==> src/rtl/lit_pkg.sv <==
package lit_pkg;

    localparam int REG_W = 8;

    // Stored bits: gain (4), start/stop (3), select (1:0)
    localparam logic [REG_W-1:0] WRITABLE_MASK = 8'h1B;
    localparam logic [REG_W-1:0] RESET_VALUE   = 8'h02;

    typedef enum logic [1:0] {
        SEL_SHORT  = 2'b00,
        SEL_MID    = 2'b01,
        SEL_LONG   = 2'b10,
        SEL_MANUAL = 2'b11
    } sel_e;

    typedef struct packed {
        logic [2:0] rsv_hi;
        logic       gain_hi;
        logic       man_run;
        logic       rsv_lo;
        sel_e       sel;
    } tctl_t;

    typedef enum logic [1:0] {
        WIN_FIXED    = 2'd0,
        WIN_MAN_IDLE = 2'd1,
        WIN_MAN_RUN  = 2'd2
    } win_e;

    function automatic tctl_t sanitize(input logic [REG_W-1:0] raw);
        return tctl_t'(raw & WRITABLE_MASK);
    endfunction

    function automatic logic is_manual(input sel_e s);
        return s == SEL_MANUAL;
    endfunction

    function automatic int max3(input int a, input int b, input int c);
        int m;
        m = (a > b) ? a : b;
        return (m > c) ? m : c;
    endfunction

endpackage

==> src/rtl/lit_regs.sv <==
module lit_regs
    import lit_pkg::*;
#(
    parameter int ADDR_W   = 4,
    parameter int REG_ADDR = 1
) (
    input  logic              clk,
    input  logic              rst,
    input  logic              wr_en,
    input  logic [ADDR_W-1:0] wr_addr,
    input  logic [REG_W-1:0]  wr_data,
    input  logic [ADDR_W-1:0] rd_addr,
    output logic [REG_W-1:0]  rd_data,
    output sel_e              sel_q,
    output logic              gain_q,
    output logic              ev_wr,
    output logic              ev_sel_chg,
    output logic              ev_manual,
    output logic              ev_run_bit
);

    localparam logic [ADDR_W-1:0] MY_ADDR = ADDR_W'(REG_ADDR);

    tctl_t ctl_q;
    tctl_t next_val;
    logic  hit;

    assign hit      = wr_en && (wr_addr == MY_ADDR);
    assign next_val = sanitize(wr_data);

    always_ff @(posedge clk) begin
        if (rst) begin
            ctl_q <= tctl_t'(RESET_VALUE);
        end else if (hit) begin
            ctl_q <= next_val;
        end
    end

    assign ev_wr      = hit;
    assign ev_sel_chg = hit && (next_val.sel != ctl_q.sel);
    assign ev_manual  = is_manual(next_val.sel);
    assign ev_run_bit = next_val.man_run;

    assign sel_q   = ctl_q.sel;
    assign gain_q  = ctl_q.gain_hi;
    assign rd_data = (rd_addr == MY_ADDR) ? REG_W'(ctl_q) : '0;


    foreign_write_ignored_chk: assert property (@(posedge clk) disable iff (rst)
        (wr_en && wr_addr != MY_ADDR) |=> $stable(ctl_q));

endmodule

==> src/rtl/lit_period_ctr.sv <==
module lit_period_ctr
    import lit_pkg::*;
#(
    parameter int P_SHORT = 14,
    parameter int P_MID   = 101,
    parameter int P_LONG  = 402
) (
    input  logic clk,
    input  logic rst,
    input  logic clr,
    input  logic run,
    input  logic tick,
    input  sel_e sel,
    output logic wrap
);

    localparam int MAXP = max3(P_SHORT, P_MID, P_LONG);
    localparam int CW   = $clog2(MAXP + 1);

    logic [CW-1:0] cnt_q;
    logic [CW-1:0] last_idx;

    always_comb begin
        unique case (sel)
            SEL_SHORT: last_idx = CW'(P_SHORT - 1);
            SEL_MID:   last_idx = CW'(P_MID - 1);
            default:   last_idx = CW'(P_LONG - 1);
        endcase
    end

    assign wrap = run && tick && !clr && (cnt_q == last_idx);

    always_ff @(posedge clk) begin
        if (rst || clr) begin
            cnt_q <= '0;
        end else if (run && tick) begin
            cnt_q <= wrap ? '0 : cnt_q + 1'b1;
        end
    end


    count_in_window_chk: assert property (@(posedge clk) disable iff (rst)
        run |-> (cnt_q <= last_idx));


    count_hold_chk: assert property (@(posedge clk) disable iff (rst)
        (!clr && !(run && tick)) |=> $stable(cnt_q));

endmodule

==> src/rtl/lit_window.sv <==
module lit_window
    import lit_pkg::*;
(
    input  logic clk,
    input  logic rst,
    input  logic ev_wr,
    input  logic ev_sel_chg,
    input  logic ev_manual,
    input  logic ev_run_bit,
    input  logic wrap,
    output logic integrating,
    output logic done
);

    win_e state_q, state_d;
    logic done_q, done_d;
    logic man_stop;

    assign man_stop = ev_wr && ev_manual && !ev_run_bit && (state_q == WIN_MAN_RUN);

    always_comb begin
        state_d = state_q;
        if (ev_wr) begin
            if (!ev_manual) begin
                state_d = WIN_FIXED;
            end else if (ev_run_bit) begin
                state_d = WIN_MAN_RUN;
            end else begin
                state_d = WIN_MAN_IDLE;
            end
        end
        done_d = man_stop || (wrap && state_q == WIN_FIXED);
    end

    always_ff @(posedge clk) begin
        if (rst) begin
            state_q <= WIN_FIXED;
            done_q  <= 1'b0;
        end else begin
            state_q <= state_d;
            done_q  <= done_d;
        end
    end

    assign integrating = (state_q != WIN_MAN_IDLE);
    assign done        = done_q;


    single_pulse_chk: assert property (@(posedge clk) disable iff (rst)
        done_q |=> !done_q);


    abort_silent_chk: assert property (@(posedge clk) disable iff (rst)
        ev_sel_chg |=> !done_q);


    idle_hold_chk: assert property (@(posedge clk) disable iff (rst)
        (state_q == WIN_MAN_IDLE && !ev_wr) |=> (state_q == WIN_MAN_IDLE && !done_q));


    rerun_no_restart_chk: assert property (@(posedge clk) disable iff (rst)
        (state_q == WIN_MAN_RUN && ev_wr && ev_manual && ev_run_bit) |=> (integrating && !done_q));

endmodule

==> src/rtl/light_integ_timer.sv <==
module light_integ_timer
    import lit_pkg::*;
#(
    parameter int ADDR_W   = 4,
    parameter int REG_ADDR = 1,
    parameter int P_SHORT  = 14,
    parameter int P_MID    = 101,
    parameter int P_LONG   = 402
) (
    input  logic              clk,
    input  logic              rst,
    input  logic              wr_en,
    input  logic [ADDR_W-1:0] wr_addr,
    input  logic [7:0]        wr_data,
    input  logic [ADDR_W-1:0] rd_addr,
    output logic [7:0]        rd_data,
    input  logic              tick_en,
    output logic              integrating,
    output logic              gain_high,
    output logic              conv_done
);

    sel_e sel_q;
    logic gain_q;
    logic ev_wr, ev_sel_chg, ev_manual, ev_run_bit;
    logic wrap;

    lit_regs #(
        .ADDR_W   (ADDR_W),
        .REG_ADDR (REG_ADDR)
    ) u_regs (
        .clk        (clk),
        .rst        (rst),
        .wr_en      (wr_en),
        .wr_addr    (wr_addr),
        .wr_data    (wr_data),
        .rd_addr    (rd_addr),
        .rd_data    (rd_data),
        .sel_q      (sel_q),
        .gain_q     (gain_q),
        .ev_wr      (ev_wr),
        .ev_sel_chg (ev_sel_chg),
        .ev_manual  (ev_manual),
        .ev_run_bit (ev_run_bit)
    );

    lit_period_ctr #(
        .P_SHORT (P_SHORT),
        .P_MID   (P_MID),
        .P_LONG  (P_LONG)
    ) u_ctr (
        .clk  (clk),
        .rst  (rst),
        .clr  (ev_sel_chg),
        .run  (!is_manual(sel_q)),
        .tick (tick_en),
        .sel  (sel_q),
        .wrap (wrap)
    );

    lit_window u_win (
        .clk         (clk),
        .rst         (rst),
        .ev_wr       (ev_wr),
        .ev_sel_chg  (ev_sel_chg),
        .ev_manual   (ev_manual),
        .ev_run_bit  (ev_run_bit),
        .wrap        (wrap),
        .integrating (integrating),
        .done        (conv_done)
    );

    assign gain_high = gain_q;


    gain_follows_write_chk: assert property (@(posedge clk) disable iff (rst)
        (wr_en && wr_addr == ADDR_W'(REG_ADDR)) |=> (gain_high == $past(wr_data[4])));


    manual_ticks_inert_chk: assert property (@(posedge clk) disable iff (rst)
        (is_manual(sel_q) && !wr_en) |=> (!conv_done && $stable(integrating)));

endmodule

==> config.mk <==
export PLATFORM = sky130hd
export DESIGN_NAME = light_integ_timer
export DESIGN_NICKNAME = d
export VERILOG_FILES = /design/src/rtl/lit_pkg.sv /design/src/rtl/lit_regs.sv /design/src/rtl/lit_period_ctr.sv /design/src/rtl/lit_window.sv /design/src/rtl/light_integ_timer.sv
export SDC_FILE = /design/constraint.sdc
export NUM_CORES = 1
export LEC_CHECK = 0
export BUFFER_PORTS_ARGS = -buffer_cell sky130_fd_sc_hd__buf_4
export CORE_ASPECT_RATIO = 1.25
export CORE_MARGIN = 2
export CORE_UTILIZATION = 40
export DETAILED_ROUTE_END_ITERATION = 12
export GPL_TIMING_DRIVEN = 0
export HOLD_SLACK_MARGIN = 0.02
export MAX_ROUTING_LAYER = met4
export PLACE_DENSITY = 0.65
export SLEW_MARGIN = 40
export SYNTH_ARGS = -nofsm -noshare
export SYNTH_HDL_FRONTEND = slang
export SYNTH_HIERARCHICAL = 1
export SYNTH_SLANG_ARGS = --single-unit
==> constraint.sdc <==
create_clock -name clk -period 2.4 [get_ports clk]
set_input_delay 0.24 -clock clk [delete_from_list [all_inputs] [get_ports clk]]
set_output_delay 0.24 -clock clk [all_outputs]
set_load 0.03 [all_outputs]
**Word level (Yosys, flattened, before mapping)**

Index checks and enable logic that the tools add are counted.

- Add/subtract/negate cells: 1
- Eq/ne operators: 9
- Multiplexer cells: 5
- Reductions and logical operators: 16

Operator list:

| cell | count |
|---|---|
| $pmux 9 s2 | 1 |
| $add 9x1->9 const B | 1 |
| $eq 9x9->1 | 1 |
| $logic_and 1x1->1 | 9 |
| $mux 9 | 1 |
| $eq 4x1->1 const B | 2 |
| $eq 2x2->1 const B | 3 |
| $mux 5 | 1 |
| $logic_not 2->1 | 2 |
| $mux 2 | 2 |
| $logic_not 1->1 | 3 |
| $eq 2x1->1 const B | 1 |
| $logic_or 1x1->1 | 2 |
| $ne 2x1->1 const B | 1 |
| $ne 2x2->1 | 1 |

- Register bits: 16
- Logic and storage cells: 37

**Logic depth before layout (Yosys ltp)**

Gate-level depths: netlist (run 1).

- Depth after elaboration: 8
- Mapped depth: 8
- Gate-level depth less buffers: 7

**Modules after synthesis**

Netlist (run 1), hierarchy kept.

By module, submodules not included:

| module | times used | cells an instance | area an instance (um^2) |
|---|---|---|---|
| lit_period_ctr | 1 | 55 | 503.0 |
| lit_regs | 1 | 36 | 321.6 |
| lit_window | 1 | 13 | 123.9 |
| light_integ_timer | 1 | 1 | 3.8 |

**Least setup slack after synthesis (run 1)**

OpenSTA, ideal clock, no wires.

- Path type: input port to flip-flop
- Start point: in wr_addr[3]
- End point: reg u_win.done_q, in the netlist u_win/done
- Arrival: 2.151 ns
- Required time: 2.299 ns
- Setup slack: 0.148 ns
- Stages on the path: 8
- Cells stage by stage: nor2_1 -> and4b_1 -> buf_6 -> a21boi_2 -> a2111o_1 -> a2111oi_4 -> or4b_1 -> o41ai_1

- Cells in the longest elaborated chain, start to end: 8
- Elaborated cells on any way between the ends: 11
- Classes of those cells: eq/ne: 1; reduce/logical: 10

RTL lines:

| item | RTL line | text |
|---|---|---|
| from (decl) | light_integ_timer.sv:13 | `input logic [ADDR_W-1:0] wr_addr,` |
| $eq 4x1->1 | lit_regs.sv:28 | `assign hit = wr_en && (wr_addr == MY_ADDR);` |
| $logic_and 1x1->1 | lit_regs.sv:28 |  |
| named net ev_wr | light_integ_timer.sv:25 | `logic ev_wr, ev_sel_chg, ev_manual, ev_run_bit;` |
| $logic_and 1x1->1 | lit_regs.sv:40 | `assign ev_sel_chg = hit && (next_val.sel != ctl_q.sel);` |
| named net ev_sel_chg | light_integ_timer.sv:25 |  |
| $logic_not 1->1 | lit_period_ctr.sv:31 | `assign wrap = run && tick && !clr && (cnt_q == last_idx);` |
| $logic_and 1x1->1 (2 in a row) | lit_period_ctr.sv:31 |  |
| named net wrap | light_integ_timer.sv:26 | `logic wrap;` |
| $logic_and 1x1->1 | lit_window.sv:32 | `done_d = man_stop \|\| (wrap && state_q == WIN_FIXED);` |
| $logic_or 1x1->1 | lit_window.sv:32 |  |
| to (signal assigned) | lit_window.sv:41 | `done_q <= done_d;` |
| to (decl) | lit_window.sv:16 | `logic done_q, done_d;` |

The timed path passes the listed nets, and every way through them passes these cells.
A chain may end at the register's enable or synchronous reset.

**Final worst setup path (run 1)**

- Start point: reg u_regs.ctl_q, in the netlist u_regs/sel_q[1]
- End point: reg u_win.done_q, in the netlist u_win/done

- Cells in the longest elaborated chain, start to end: 7
- Elaborated cells on any way between the ends: 14
- Classes of those cells: eq/ne: 4; mux: 1; reduce/logical: 9

RTL lines:

| item | RTL line | text |
|---|---|---|
| from (decl) | lit_regs.sv:24 | `tctl_t ctl_q;` |
| from (signal assigned) | lit_regs.sv:33 | `ctl_q <= tctl_t'(RESET_VALUE);` |
| from (signal assigned) | lit_regs.sv:35 | `ctl_q <= next_val;` |
| parallel branches: the longest is 4 deep, another holds $pmux 9 s2 | n/a |  |
| $logic_and 1x1->1 * | lit_period_ctr.sv:31 |  |
| named net wrap | light_integ_timer.sv:26 |  |
| $logic_and 1x1->1 * | lit_window.sv:32 |  |
| $logic_or 1x1->1 * | lit_window.sv:32 |  |

Mark *: on every way through the listed nets, which the timed path passes.

==> impl_metrics.yaml, run 1 <==
pwr:
  p_total_mw: 0.531
  p_leak_nw: 0.489
  powerDensity_nw_per_um2: 433
  vdd_drop_max_v: 0.000287
finish:
  final_common_cell: "buf_4"
  layout.cells.non_filler: 168
  final_nets: 159
  syn2layout_area_growth_pct: 28.8
  layout_common_cells: "buf_4, dfxtp_1, nor3_1"
  layout-drive-gt1-share_pct: 30.7
  final_area_um2: 1230
  insertedDiodeCount: 0
status:
  status: "finished, final reports clean"
clocking:
  cts_hold_buf: 0
  clockRootBuffer: "clkbuf_4"
  numCtsBuffers: 3
  h-tree-depth: 1
  insertion_delay_ps: 290
  ctsLongestPathBuffers: 2
  cts.clk_slew.worst_paths_ps: 100
  cts_tree: "built"
  clock-sinks: 16
yosys:
  async_flop_share_pct: 0
  synth_edf_count: 0
  ys_types: 35
  syn-cell-area_um2: 952
  yosysTopAreaCell: "dfxtp_1"
  synthFlopType: "dfxtp_1"
  ys_warn_count: 6
  synthCells: 105
  synth_seq_area_share_pct: 33.6
  synth_top_area_share_pct: 33.6
  avgSynthCellArea_um2: 9.07
  synth-seq-cells: 16
  synth_area_leaders: "dfxtp_1, xnor2_1, mux2i_1"
worst_setup_path:
  critPathSlowestCell: "a2111o_1"
  crit_buf_inv: 2
  crit_fanout: 6
  required_ps: 2590
  cpLargestDelayFamily: "compound AO/OA/AOI/OAI gates"
  start_kind: "flip-flop"
  rrSetupSlack_ps: 140
  worstSetupPathType: "flip-flop to flip-flop"
  startpoint: "u_regs/sel_q[1]"
  slowest_delay_ps: 460
  rr_startpoint: "u_regs/sel_q[1]"
  crit_path_end_kind: "flip-flop"
  path_cells: "buf_4, nand2_1, nand2_1, a2111o_1, a2111oi_4, buf_4, or4b_1, o41ai_1"
  cp_data_arrival_time_ps: 2450
timing:
  post-route-min-period_ps: 2260
  hold_violations: 0
  fmax_mhz: 442
  final_max_slew_viol_count: 0
  period_share_pct: 94.3
  rsz0062_at_grt: "false"
  setup_viol: 0
  skew_ps: 0.901
global_route:
  gr-total-overflow: 0
  grt_start_max_net_pins: 14
  grt_pass1_wl_um: 3130
  grt_pass1_vias: 776
  antenna_found_initial: 0
  grt_use_total_pct: 15.7
job:
  drv_cap: 0
floorplan:
  die_w_um: 47.6
  pin_count: 31
  design.core.area_um2: 2230
  die_h_um: 58.6
  row_count: 19
  initial_utilization_pct: 42.6
  dieArea_um2: 2790
drt:
  drc: 0
  wire_per_inst_um: 11.2
  drt-total-wl_um: 1880
  num_vias: 825
  drtAntennaViolNets: 0
  vias_per_cell: 4.91
  drtIter0Drc: 2
  drt-pass1-iter-count: 2
place:
  placed_cells: 161
  hpwl_um: 1450
  gp_congestion: 0.815
  place.port_buffers: 22
  detailed_place.area_um2: 1170
worst_hold_path:
  hp-class: "input port to flip-flop"
  worstHoldStart: "rst"
report_power, final:
| part | internal (mW) | total (mW) | switching (mW) |
|---|---|---|---|
| sequential | 0.270 | 0.276 | 0.00579 |
| clock | 0.0923 | 0.182 | 0.0895 |
| combinational | 0.0383 | 0.0730 | 0.0347 |
| total | 0.401 | 0.531 | 0.130 |
kinds of logic after synthesis:
| kind of cell | synth area share [%] |
|---|---|
| other | 0.394 |
| flip-flops | 33.6 |
| adder cells (fa/ha/maj) | 1.31 |
| buffers and inverters | 8.28 |
| AO/OA/AOI/OAI | 8.54 |
| multiplexers | 6.31 |
| AND/OR/NAND/NOR | 32.3 |
| XOR/XNOR | 9.20 |
worst reg2reg max path: stages, from the launching register on:
cell and delay, ps:
dfxtp_1 350, buf_4 160, nand2_1 90, nand2_1 120, a2111o_1 460, a2111oi_4 290
buf_4 190, or4b_1 430, o41ai_1 70
layout make-up:
class	instances	area [um2]
plain buffers	9	67.6
clock buffers	4	36.3
fillers	222	1010
inverters	3	11.3
multi-input cells	80	564
flip-flops and latches	16	320
well taps	31	38.8
repair buffers	25	188
path summary, 6_finish.rpt:
check                          end  cells after the start
setup / recovery        u_win/done                      8
hold reg to reg    u_regs/ctl_q[3]                      2
setup reg to reg        u_win/done                      8
hold / removal    u_win/state_q[0]                      2
per-layer routing:
metal	part of all wire [%]	global-route usage (%)	vias to the layer above
met5	0	-	-
met1	42	18.2	384
met4	0.43	6.95	0
li1	-	-	417
met2	52	25.7	22
met3	5.2	2.76	2
registers in the layout (all words and copies together) (netlist names):
name,flops
u_ctr/cnt_q,9
u_regs/gain_q,1
u_regs/sel_q,2
u_win/done,1
u_win/state_q,2
u_regs/ctl_q,1
metrics by stage:
stage / hold slack [ps] / setup TNS [ps] / setup WS, ps / utilization [%]
4_1_cts: 175 / 0 / 10.3 / 53.9
3_3_place_gp: 460 / -161 / -161 / 52.2
3_5_place_dp: 476 / -187 / -187 / 52.2
5_1_grt: 191 / 0 / 46.0 / 54.9
2_1_floorplan: 309 / 0 / 148 / -
6_report: 194 / 0 / 136 / 54.9
cells in the mapped netlist, drive strengths merged, types with 2 or more instances:
cell type  number
buf             9
a21oi           2
nor2            6
nor3           10
nand2           6
and2            5
dfxtp          16
inv             3
nand4           2
mux2i           6
nor4b           2
or2b            2
xor2            3
and4b           2
nand3           3
nand2b          6
xnor2           7
what timing repair did:
action | in CTS | in global routing
setup buffers | 0 | 3
pin swaps | 1 | 1
endpoints found under the setup margin | 1 | 1
cloned | 0 | 0
gates resized for setup | 0 | 0
No activity file was read; power rests on OpenSTA's default activity.
==> run 2: changes to the inputs <==
BUFFER_PORTS_ARGS = default   (was -buffer_cell sky130_fd_sc_hd__buf_4)
DONT_BUFFER_PORTS = 1   (was default)
PLACE_DENSITY = 0.61   (was 0.65)
==> run 2 against run 1 <==
Against the previous run:
- power decreased by 6.1%
- first-iteration DRC count rose to 7.5 times the previous value
- register-to-register slack improved by 30 ps
- global-route usage is 2.3 points lower
- sequential cell count unchanged
- critical path type unchanged
- highest routed layer unchanged
==> impl_metrics.yaml, run 2 (same netlist as run 1, synthesis figures left out) <==
finish:
  insertedDiodeCount: 0
  fill_cells: 228
  largest_reg_flops: 9
  final_area_um2: 1080
  regArea_um2: 320
  layout.cells.non_filler: 148
  multi_input_area_um2: 564
  final_common_cell: "dfxtp_1"
  final_nets: 139
  layout-drive-gt1-share_pct: 17.9
  largest-register: "u_ctr/cnt_q"
  layout_common_cells: "dfxtp_1, buf_4, nor3_1"
  syn2layout_area_growth_pct: 13.3
worst_setup_path:
  required_ps: 2580
  cp_data_arrival_time_ps: 2420
  start_kind: "flip-flop"
  worstSetupPathType: "flip-flop to flip-flop"
  crit_fanout: 7
  crit_path_end_kind: "flip-flop"
global_route:
  grt_use_total_pct: 13.4
  grt_pass1_wl_um: 2670
  antenna_found_initial: 0
  grt_pass1_vias: 668
  grt_start_max_net_pins: 13
  gr-total-overflow: 0
timing:
  rsz0062_at_grt: "false"
  setup_viol: 0
  post-route-min-period_ps: 2240
  skew_ps: 1.63
  fmax_mhz: 447
  hold_violations: 0
  finalWorstSetupSlack_ps: 162
  final_max_slew_viol_count: 0
  whs_ps: 50.7
  period_share_pct: 93.3
clocking:
  ctsLongestPathBuffers: 2
  cts_tree: "built"
  h-tree-depth: 1
  numCtsBuffers: 3
  insertion_delay_ps: 270
  clock-sinks: 16
  cts.clk_slew.worst_paths_ps: 90
  clockRootBuffer: "clkbuf_4"
pwr:
  p_leak_nw: 0.390
  vdd_drop_max_v: 0.000235
  powerDensity_nw_per_um2: 462
  p_total_mw: 0.498
drt:
  drtIter0Drc: 15
  drt-total-wl_um: 1700
  wire_per_inst_um: 11.5
  drt-pass1-iter-count: 4
  drtAntennaViolNets: 0
  num_vias: 744
  vias_per_cell: 5.03
  drc: 0
job:
  drv_cap: 0
floorplan:
  row_count: 19
  initial_utilization_pct: 42.6
  die_h_um: 58.6
  dieArea_um2: 2790
  design.core.area_um2: 2230
  pin_count: 31
  die_w_um: 47.6
place:
  detailed_place.area_um2: 1000
  placed_cells: 139
  dpl_worst_slack_ps: -80.1
  gp_congestion: 0.776
  hpwl_um: 1310
  place.port_buffers: 0
worst_hold_path:
  hp-class: "input port to flip-flop"
status:
  status: "finished, final reports clean"
[run 2: changes by cell type in the layout (fill, tap and decap cells not counted), sizes merged]
cell / previous run / this run
buf: 34 / 13
dlygate4sd3: 0 / 1
[run 2: path summary, 6_finish.rpt]
check	startpoint	slack (ps)	end	depth (start not counted)
max	u_regs/sel_q[1]	160	u_win/done	8
min	rst	50	u_win/done	1
max reg2reg	u_regs/sel_q[1]	160	u_win/done	8
min reg2reg	u_win/state_q[1]	510	u_win/done	2
[run 2: report_power, final]
part	internal [mW]	leakage, nW	switching [mW]
Clock	0.0921	0.0210	0.0804
Sequential	0.270	0.129	0.00571
Combinational	0.0232	0.240	0.0269
Total	0.385	0.390	0.113
[run 2: repair_timing]
| item | 4_1_cts | 5_1_grt |
|---|---|---|
| gates cloned | 0 | 0 |
| hold buffers | 1 | 0 |
| setup buffers | 0 | 4 |
| hold endpoints to repair | 2 | 0 |
| setup endpoints to repair | 1 | 1 |
| pin swaps | 1 | 1 |
| resized for setup | 0 | 0 |
[run 2: critical path: stages (launching register included)]
cell	delay [ps]
dfxtp_1	350
buf_4	160
nand2_1	90
nand2_1	110
a2111o_1	450
a2111oi_4	270
buf_4	200
or4b_1	440
o41ai_1	70
[run 2: per-stage QoR]
| step | TNS, ps | utilization [%] |
|---|---|---|
| final | 0 | 48.3 |
| after global routing | 0 | 48.3 |
| after CTS | 0 | 46.9 |
| after detailed placement | -80.1 | 44.8 |
| after global placement | -73.2 | 44.8 |
| after floorplan | 0 | - |
[run 2: layout make-up]
class | instances | area share, %
clock buffer | 4 | 3.36
timing repair buffer | 5 | 3.71
multi-input combinational | 80 | 52.3
inverter | 3 | 1.04
buffer | 9 | 6.26
tap | 31 | 3.60
sequential | 16 | 29.7
[run 2: metal layers]
metal	wire length [um]	GRT usage, %
met3	82	1.84
met2	886	23.6
met5	0	-
met4	16	4.63
met1	714	14.9
